==> config.mk <==
export PLATFORM = sky130hd
export DESIGN_NAME = sample_delay_front
export DESIGN_NICKNAME = d
export VERILOG_FILES = /design/src/rtl/sdf_pkg.sv /design/src/rtl/sdf_shift_chain.sv /design/src/rtl/sdf_tap_bank.sv /design/src/rtl/sample_delay_front.sv
export SDC_FILE = /design/constraint.sdc
export NUM_CORES = 1
export LEC_CHECK = 0
export ABC_AREA = 0
export BUFFER_PORTS_ARGS = -buffer_cell sky130_fd_sc_hd__buf_2
export CAP_MARGIN = 15
export CORE_ASPECT_RATIO = 0.7
export CORE_MARGIN = 5
export CORE_UTILIZATION = 55
export CTS_BUF_LIST = sky130_fd_sc_hd__clkbuf_8
export CTS_CLUSTER_DIAMETER = 60
export CTS_CLUSTER_SIZE = 40
export DETAILED_ROUTE_END_ITERATION = 6
export GPL_TIMING_DRIVEN = 0
export PLACE_DENSITY = 0.76
export SLEW_MARGIN = 40
export SYNTH_ARGS = -nofsm -noshare
export SYNTH_HDL_FRONTEND = slang
export SYNTH_SLANG_ARGS = --single-unit
==> constraint.sdc <==
create_clock -name clk -period 2.7 [get_ports clk]
set_input_delay 0.135 -clock clk [delete_from_list [all_inputs] [get_ports clk]]
set_output_delay 0.135 -clock clk [all_outputs]
set_load 0.05 [all_outputs]
==> src/rtl/sdf_pkg.sv <==
`timescale 1ns/1ps
package sdf_pkg;

    localparam int SAMPLE_W_DEF = 10;
    localparam int STAGES_DEF   = 12;

    typedef enum logic {
        DIR_ASCEND  = 1'b0,
        DIR_DESCEND = 1'b1
    } shift_dir_e;

    typedef enum logic {
        SRC_LINE_B = 1'b0,
        SRC_LINE_A = 1'b1
    } tap_src_e;

    // stage where new samples enter a line
    function automatic int entry_stage(shift_dir_e dir, int nstages);
        return (dir == DIR_ASCEND) ? 0 : nstages - 1;
    endfunction

    // stage that leaves the line toward the cascade output
    function automatic int tail_stage(shift_dir_e dir, int nstages);
        return (dir == DIR_ASCEND) ? nstages - 1 : 0;
    endfunction

endpackage

==> src/rtl/sdf_shift_chain.sv <==
`timescale 1ns/1ps
module sdf_shift_chain
    import sdf_pkg::*;
#(
    parameter int         DW  = SAMPLE_W_DEF,
    parameter int         NS  = STAGES_DEF,
    parameter shift_dir_e DIR = DIR_ASCEND
) (
    input  logic             clk,
    input  logic             rst,
    input  logic             shift_en,
    input  logic [DW-1:0]    din,
    output logic [NS*DW-1:0] stages_o,
    output logic [DW-1:0]    tail_o
);

    localparam int ENTRY = entry_stage(DIR, NS);
    localparam int TAIL  = tail_stage(DIR, NS);

    logic [DW-1:0] stg_q [NS];
    logic [DW-1:0] feed  [NS];

    for (genvar k = 0; k < NS; k++) begin : g_stage
        if (k == ENTRY) begin : g_entry
            assign feed[k] = din;
        end else if (DIR == DIR_ASCEND) begin : g_up
            assign feed[k] = stg_q[k-1];
        end else begin : g_down
            assign feed[k] = stg_q[k+1];
        end

        always_ff @(posedge clk) begin
            if (rst) begin
                stg_q[k] <= '0;
            end else if (shift_en) begin
                stg_q[k] <= feed[k];
            end
        end

        assign stages_o[k*DW +: DW] = stg_q[k];
    end

    assign tail_o = stg_q[TAIL];

    AST_CHAIN_HOLD: assert property (@(posedge clk) disable iff (rst)
        !shift_en |=> $stable(stages_o));

    if (DIR == DIR_ASCEND) begin : g_chk_up
        AST_UP_ENTRY: assert property (@(posedge clk) disable iff (rst)
            shift_en |=> stages_o[0 +: DW] == $past(din));
        if (NS > 1) begin : g_mv
            AST_UP_MOVE: assert property (@(posedge clk) disable iff (rst)
                shift_en |=> stages_o[DW +: DW] == $past(stages_o[0 +: DW]));
        end
    end else begin : g_chk_down
        AST_DOWN_ENTRY: assert property (@(posedge clk) disable iff (rst)
            shift_en |=> stages_o[(NS-1)*DW +: DW] == $past(din));
        if (NS > 1) begin : g_mv
            AST_DOWN_MOVE: assert property (@(posedge clk) disable iff (rst)
                shift_en |=> stages_o[0 +: DW] == $past(stages_o[DW +: DW]));
        end
    end

endmodule

==> src/rtl/sdf_tap_bank.sv <==
`timescale 1ns/1ps
module sdf_tap_bank
    import sdf_pkg::*;
#(
    parameter int DW = SAMPLE_W_DEF,
    parameter int NS = STAGES_DEF
) (
    input  logic             clk,
    input  logic             rst,
    input  logic             load_en,
    input  logic             sel_a,
    input  logic [NS*DW-1:0] line_a_i,
    input  logic [NS*DW-1:0] line_b_i,
    output logic [NS*DW-1:0] taps_o
);

    tap_src_e         src;
    logic [NS*DW-1:0] pick;
    logic [NS*DW-1:0] taps_q;

    assign src = tap_src_e'(sel_a);

    always_comb begin
        case (src)
            SRC_LINE_A: pick = line_a_i;
            default:    pick = line_b_i;
        endcase
    end

    always_ff @(posedge clk) begin
        if (rst) begin
            taps_q <= '0;
        end else if (load_en) begin
            taps_q <= pick;
        end
    end

    assign taps_o = taps_q;

    AST_TAPS_FROM_A: assert property (@(posedge clk) disable iff (rst)
        (load_en && sel_a) |=> taps_o == $past(line_a_i));
    AST_TAPS_FROM_B: assert property (@(posedge clk) disable iff (rst)
        (load_en && !sel_a) |=> taps_o == $past(line_b_i));
    AST_TAPS_HOLD: assert property (@(posedge clk) disable iff (rst)
        !load_en |=> $stable(taps_o));

endmodule

==> src/rtl/sample_delay_front.sv <==
`timescale 1ns/1ps
module sample_delay_front
    import sdf_pkg::*;
#(
    parameter int DW = SAMPLE_W_DEF,
    parameter int NS = STAGES_DEF
) (
    input  logic             clk,
    input  logic             rst,
    input  logic [DW-1:0]    din_a,
    input  logic [DW-1:0]    din_b,
    input  logic             shift_a_en,
    input  logic             shift_b_en,
    input  logic             xfer_en,
    input  logic             xfer_sel_a,
    output logic [DW-1:0]    dout_a,
    output logic [DW-1:0]    dout_b,
    output logic [NS*DW-1:0] taps_o
);

    logic [NS*DW-1:0] a_stages;
    logic [NS*DW-1:0] b_stages;

    sdf_shift_chain #(.DW(DW), .NS(NS), .DIR(DIR_ASCEND)) i_line_a (
        .clk      (clk),
        .rst      (rst),
        .shift_en (shift_a_en),
        .din      (din_a),
        .stages_o (a_stages),
        .tail_o   (dout_a)
    );

    sdf_shift_chain #(.DW(DW), .NS(NS), .DIR(DIR_DESCEND)) i_line_b (
        .clk      (clk),
        .rst      (rst),
        .shift_en (shift_b_en),
        .din      (din_b),
        .stages_o (b_stages),
        .tail_o   (dout_b)
    );

    sdf_tap_bank #(.DW(DW), .NS(NS)) i_taps (
        .clk      (clk),
        .rst      (rst),
        .load_en  (xfer_en),
        .sel_a    (xfer_sel_a),
        .line_a_i (a_stages),
        .line_b_i (b_stages),
        .taps_o   (taps_o)
    );

    if (NS > 1) begin : g_chk_tail
        AST_TAIL_A: assert property (@(posedge clk) disable iff (rst)
            shift_a_en |=> dout_a == $past(a_stages[(NS-2)*DW +: DW]));
        AST_TAIL_B: assert property (@(posedge clk) disable iff (rst)
            shift_b_en |=> dout_b == $past(b_stages[DW +: DW]));
        AST_XFER_PRESHIFT: assert property (@(posedge clk) disable iff (rst)
            (xfer_en && xfer_sel_a && shift_a_en)
                |=> taps_o[(NS-1)*DW +: DW] == $past(dout_a));
    end

endmodule

# Yosys cells after proc, flatten, opt, wreduce, memory -nomap -nowiden
# Memories as Yosys holds them, arrays and structs flattened.
# Cells that the tools add are included.
# W data, S select, Z words.
[word_totals]
register_bits = 120
ramBits = 240
in_bits = 26
word_cells = 60
memories = 2
[classes]
mux = 33
bitwise_logic = 24
[memory_table]
columns = ["memory", "depth", "width", "rd", "rd_ports_with_merged_regs", "write_ports", "line_no", "source"]
rows = [
  ["i_line_a.stg_q", 12, 10, 12, 0, 12, "sdf_shift_chain.sv:20", "logic [DW-1:0] stg_q [NS];"],
  ["i_line_b.stg_q", 12, 10, 12, 0, 12, "sdf_shift_chain.sv:20", ""],
]
[ops]
columns = ["cell", "count"]
rows = [
  ["$mux W10", 24],
  ["$mux W120", 1],
  ["$or A1 B1 Y1", 24],
  ["$mux W1", 8],
]

# Longest topological paths before layout
# Gate-level depths: netlist (run 1).
[logic_depth]
depth_word = 4
mapped_depth = 5
mapped_depth_nobuf = 2

# By module
# Synthesis (run 1) repeated with hierarchy kept, for this count alone.
[unflattened]
hier_cells = 1088
area_unflattened_um2 = 15336.0
[modules_own_cells]
columns = ["module", "n_inst", "cells_each", "area_each_um2", "seq_area_each_um2"]
rows = [
  ["sdf_shift_chain", 2, 277, 4987.3, 3603.5],
  ["sdf_tap_bank", 1, 534, 5361.4, 2402.3],
]

# Worst setup path after synthesis (run 1)
# Ideal clock, no wire load.
[synth_timing]
path_type = "in2reg"
startpoint = "input port rst"
endpoint = "memory i_line_a.stg_q[0][0] (netlist name) (enable)"
setup_time_ps = 428
arrival_ps = 1951
required_time_ps = 2272
slack_ps = 320
path_stages = 3
cell_sequence = "buf_2 buf_2 or2_2"
[synth_lines]
columns = ["item", "line_no", "source"]
rows = [
  ["start: declaration", "sample_delay_front.sv:9", "input logic rst,"],
  ["end: declaration", "sdf_shift_chain.sv:20", ""],
]

==> impl_metrics.tcl, run 1 <==
set metrics [dict create \
    min_to "i_taps.taps_o[118]" \
    core_area_um2 25700 \
    max_cap_violations 0 \
    p_sw_mw 3.04 \
    hold_class "in2reg" \
    viasPerCell 5.60 \
    r2r_slack_ns 1.59 \
    whs_path_depth 4 \
    portBuffers 162 \
    timing.rr.end "i_taps.taps_o[49]" \
    clk_pin_slew_worst_paths_ns 0.19 \
    p_leak_nw 6.89 \
    final_antenna_net_count 0 \
    ctsRootBufferMaster "clkbuf_8" \
    comb_power_share 0.137 \
    place_area_um2 15700 \
    max_freq_mhz 649 \
    critPathTopFamily "flip-flops" \
    path_buf_inv 2 \
    dpl.hpwl_mm 24.5 \
    globalplace.congestion 0.838 \
    min_from "xfer_sel_a" \
    path_cells "buf_4 > buf_2" \
    layout_common_cells "240 x and2_1, 240 x edfxtp_1, 177 x buf_2" \
    routed-via-count 9055 \
    intPower_mw 7.60 \
    reg2reg_from "i_line_a.stg_q[2][9]" \
    hold_viol 0 \
    grt_overflow_total 0 \
    cp-end-kind "primary output" \
    worst_r2r_path_depth 2 \
    fillers 1931 \
    ios 166 \
    first_pass_iters 5 \
    worst-setup-path-type "reg2out" \
    crit_slowest_cell "edfxtp_1" \
    drive_gt1_frac 0.210 \
    grt_first_pass_wirelength_mm 52.8 \
    synthToLayoutAreaGrowth_pct 13.9 \
    skew_ns 0.0270 \
    synth_area_um2 14400 \
    cp_max_fo 2 \
    cts_tree "built" \
    whs_ns 0.152 \
    total_power_mw 10.6 \
    critPathLaunchType "flop" \
    clock_latency_ns 0.58 \
    layout.nets 1298 \
    rsz0062_at_grt "no" \
    numCtsBuffers 17 \
    fin_area_um2 16400 \
    initial_core_util 0.560 \
    die_y_um 145 \
    fin_crit_sh 0.570 \
    drt_iter0_drc 806 \
    worst_pin_slew_ns 0.584 \
    grt_pass1_vias 8925 \
    slew_viol_final 0 \
    yosys_warnings 0 \
    wl_per_cell_um 21.2 \
    dieArea_um2 29500 \
    status "finished, final reports clean" \
    power.share.sequential 0.606 \
    syn-instance-count 1065 \
    clk_path_buf_depth 3 \
    relSlewSlack 0.611 \
    ys_ff_latch 360 \
    clkPwrFrac 0.257 \
    syn_nets 1091 \
    rows 49 \
    setup_viol 0 \
    fp.dieW_um 203 \
    period_needed_ns 1.54 \
    synth.avg_cell_area_um2 13.5 \
    track_usage 0.227 \
    antenna_found_initial 2 \
    grt_max_degree 41 \
    vdd_ir_drop_max_mv 0.448 \
    synth.distinct_cells 14 \
    drc_errors 0 \
    tns_ns 0 \
    critical_path_arrival_ns 1.40 \
    yosysSeqAreaShare 0.668 \
    slowest_delay_ns 0.47 \
    wl_mm 34.3 \
    cts_max_level 1 \
    switching_share 0.286 \
    clock_sinks 360 \
    pwr_density_cell_nw_per_um2 650 \
    required_ns 2.57 \
]
[cell usage after synthesis]
| cell type | n | area [um^2] |
|---|---|---|
| clkbuf_2 | 20 | 100 |
| buf_4 | 23 | 173 |
| dfxtp_1 | 120 | 2400 |
| nor2b_1 | 2 | 12.5 |
| nor2_1 | 120 | 450 |
| or2_2 | 2 | 12.5 |
| buf_2 | 15 | 75.1 |
| edfxtp_1 | 240 | 7210 |
| buf_12 | 11 | 220 |
| and2_1 | 240 | 1500 |
| mux2i_1 | 120 | 1200 |
| buf_1 | 3 | 11.3 |
| clkbuf_1 | 29 | 109 |
| a211oi_1 | 120 | 901 |
[power groups by stage]
stage	registers [mW]	logic (mW)	clock network, mW
after floorplan	6.92	0.626	0
after global placement	6.58	1.39	0
after detailed placement	6.57	1.43	0
after CTS	6.45	1.46	2.78
after global routing	6.49	1.55	2.98
final	6.45	1.46	2.73
[final cells by class]
class / instances / area [um^2] / share of cell area
flip-flops and latches: 360 / 9610 / 0.587
multi-input cells: 604 / 4080 / 0.249
repair buffers: 188 / 1130 / 0.0691
plain buffers: 101 / 688 / 0.0420
well taps: 331 / 414 / 0.0253
clock buffers: 18 / 248 / 0.0151
clock inverters: 12 / 190 / 0.0116
diodes: 3 / 7.51 / 0.000459
[kinds of logic after synthesis]
| group | count (synthesis) | share of synthesized area |
|---|---|---|
| buffers and inverters | 101 | 0.0479 |
| flip-flops | 360 | 0.668 |
| AO/OA/AOI/OAI | 120 | 0.0627 |
| multiplexers | 120 | 0.0836 |
| AND/OR/NAND/NOR | 364 | 0.138 |
[how the worst max path moves through the flow]
| stage | from | endpoint | slack, ns | depth (start not counted) |
|---|---|---|---|---|
| after floorplan | rst | i_line_a.stg_q[0][0] | 0.32 | 3 |
| after global placement | rst | i_line_b.stg_q[5][4] | -0.79 | 3 |
| after detailed placement | rst | i_line_b.stg_q[6][3] | 0.62 | 5 |
| after CTS | i_line_a.stg_q[5][18] | dout_a[8] | 1.15 | 2 |
| after global routing | i_line_b.stg_q[0][9] | dout_b[9] | 1.11 | 2 |
| final | i_line_a.stg_q[5][18] | dout_a[8] | 1.16 | 2 |
[routing by layer]
metal  vias up  part of all wire  track usage
met2       366              0.43        0.332
met5         -                 0            0
met3        38             0.078       0.0375
met1      4480              0.47        0.365
li1       4171                 -            -
met4         0             0.019       0.0401
[registers in the layout (all words and copies together) (netlist names)]
register / flops
i_line_b.stg_q: 120
i_taps.taps_o: 120
i_line_a.stg_q: 120
[worst min-delay path, stage by stage]
cell	delay (ns)
buf_4	0.13
buf_4	0.19
mux2i_1	0.16
a211oi_1	0.08
[through the flow]
stage / utilization / cells / setup slack, ns
2_1_floorplan: - / 1065 / 0.320
3_3_place_gp: 0.607 / 1558 / -0.792
3_5_place_dp: 0.612 / 1564 / 0.620
4_1_cts: 0.637 / 1614 / 1.15
5_1_grt: 0.637 / 1616 / 1.11
6_report: 0.637 / 1617 / 1.16
[what timing repair did]
action | in CTS | in global routing
gates resized for setup | 0 | 0
hold endpoints to repair | 20 | 0
hold buffers | 20 | 0
setup buffers | 0 | 0
Power figures use the tool's default switching activity.
==> run 2, diff against run 1 <==
- ABC_AREA: 0 -> 1
- PLACE_DENSITY: 0.76 -> 0.78
- clock period: 2.7 -> 1.35 ns (I/O delays scaled with it)
==> run 2 against run 1 <==
- final area rose by 15%
- highest routed layer is now met5
- worst hold slack lost 0.093 ns
- sequential share of layout area is 7.5 points lower
==> impl_metrics.tcl, run 2 <==
set metrics [dict create \
    dpl.hpwl_mm 29.1 \
    slew_viol_final 0 \
    yosysMostFrequentCell "nor2_1" \
    yosys_warnings 0 \
    max_freq_mhz 741 \
    finalNonFillerCells 2398 \
    ctsRootBufferMaster "clkbuf_8" \
    hold_viol 0 \
    pwr_density_cell_nw_per_um2 1190 \
    cp-end-kind "primary output" \
    yosysSeqAreaShare 0.588 \
    grt_pass1_vias 11334 \
    wl_mm 40.0 \
    ios 166 \
    synth_area_um2 16300 \
    status "finished, final reports clean" \
    vdd_ir_drop_max_mv 0.634 \
    hold_class "in2reg" \
    numCtsBuffers 21 \
    routed-via-count 11853 \
    clock_latency_ns 0.60 \
    grt_max_degree 41 \
    drive_gt1_frac 0.253 \
    multi_input_area_um2 4530 \
    syn-instance-count 1799 \
    period_needed_ns 1.35 \
    dieArea_um2 33300 \
    antenna_found_initial 1 \
    clock_sinks 360 \
    synth_edf_count 240 \
    layout_commonest_cell "nor2_1" \
    wl_per_cell_um 16.7 \
    whs_ns 0.0586 \
    fin_crit_sh 1.00 \
    fp.dieW_um 216 \
    synth_top_area_share 0.441 \
    critical_path_arrival_ns 1.28 \
    grt_overflow_total 0 \
    syn_nets 1825 \
    antennaDiodeCount 0 \
    cp_max_fo 2 \
    synthFlopType "edfxtp_1" \
    synth.avg_cell_area_um2 9.08 \
    drc_errors 0 \
    track_usage 0.234 \
    globalplace.congestion 0.898 \
    fin_area_um2 18800 \
    ys_ff_latch 360 \
    rows 52 \
    layout.nets 2031 \
    clk_pin_slew_worst_paths_ns 0.15 \
    synth_area_leaders "edfxtp_1 44%, dfxtp_1 15%, nor2_1 11%" \
    portBuffers 163 \
    max_cap_violations 0 \
    worst_pin_slew_ns 0.519 \
    crit_slowest_cell "edfxtp_1" \
    path_cells "buf_8" \
    initial_core_util 0.562 \
    cts_tree "built" \
    rsz0062_at_grt "yes" \
    cts_max_level 1 \
    first_pass_iters 5 \
    skew_ns 0.0447 \
    relSlewSlack 0.654 \
    critPathTopFamily "flip-flops" \
    drt_iter0_drc 1233 \
    synthToLayoutAreaGrowth_pct 14.8 \
    fillers 2343 \
    synthTopCellsByCount "480 x nor2_1, 360 x inv_1, 262 x nand2_1" \
    die_y_um 154 \
    r2r_slack_ns 0.29 \
    viasPerCell 4.94 \
    seq_area_um2 9610 \
    p_leak_nw 9.03 \
    required_ns 1.28 \
    place_inst 2346 \
    grt_first_pass_wirelength_mm 62.3 \
    ys_async_sr_fraction 0 \
    synth.distinct_cells 15 \
    clk_path_buf_depth 3 \
    worst-setup-path-type "reg2out" \
    yosysTopAreaCell "edfxtp_1" \
    place_area_um2 17800 \
    setup_viol 0 \
    path_buf_inv 1 \
    layout_common_cells "480 x nor2_1, 360 x inv_1, 262 x nand2_1" \
    slowest_delay_ns 0.49 \
    core_area_um2 29100 \
    final_antenna_net_count 0 \
    critPathLaunchType "flop" \
]
==> run 2: per-layer routing <==
layer / wire (um) / part of all wire / global-route usage
met2: 17600 / 0.44 / 0.363
met1: 18200 / 0.46 / 0.349
met5: 7 / 0.00018 / 0
met4: 752 / 0.019 / 0.0490
met3: 3340 / 0.083 / 0.0440
==> run 2: what timing repair did <==
item,4_1_cts,5_1_grt
pin swaps,0,0
endpoints found under the hold margin,32,0
buffers inserted,9,4
endpoints found under the setup margin,28,71
gates resized for setup,63,60
hold buffers,21,0
==> run 2: cell type report <==
type | instances | share of cell area
multi-input combinational | 964 | 0.241
sequential | 360 | 0.512
inverter | 362 | 0.0724
clock buffer | 22 | 0.0161
tap | 378 | 0.0252
clock inverter | 16 | 0.0105
timing repair buffer | 203 | 0.0839
buffer | 93 | 0.0381
==> run 2: cell families (layout without fill, tap and decap cells) <==
kind of cell	count (synthesis)	in the layout	share of synthesized area
buf+inv	475	696	0.135
simple gates	964	964	0.277
flops	360	360	0.588
==> run 2: path summary, 6_finish.rpt <==
kind	end	startpoint	cells after the start
worst max-delay path	dout_b[9]	i_line_b.stg_q[0][9]	1
worst min-delay path	i_line_b.stg_q[9][9]	shift_b_en	4
worst max register to register	i_taps.taps_o[3]	i_line_b.stg_q[0][3]	6
worst min register to register	i_taps.taps_o[32]	i_line_b.stg_q[3][2]	4
==> run 2: per-stage QoR <==
stage	TNS (ns)	total power, mW	util	setup slack (ns)
6_report	0	22.3	0.645	0.000545
5_1_grt	-0.317	23.2	0.645	-0.0545
4_1_cts	-0.123	22.3	0.639	-0.0256
3_5_place_dp	-33.49	16.7	0.611	-0.346
3_3_place_gp	-196.83	16.6	0.607	-0.834
2_1_floorplan	-55.71	15.6	-	-0.233
==> run 2: where the power goes <==
group / switching (mW) / internal, mW / leakage [nW]
Clock: 3.91 / 1.79 / 0.238
Combinational: 2.51 / 1.13 / 5.14
Sequential: 0.498 / 12.5 / 3.65
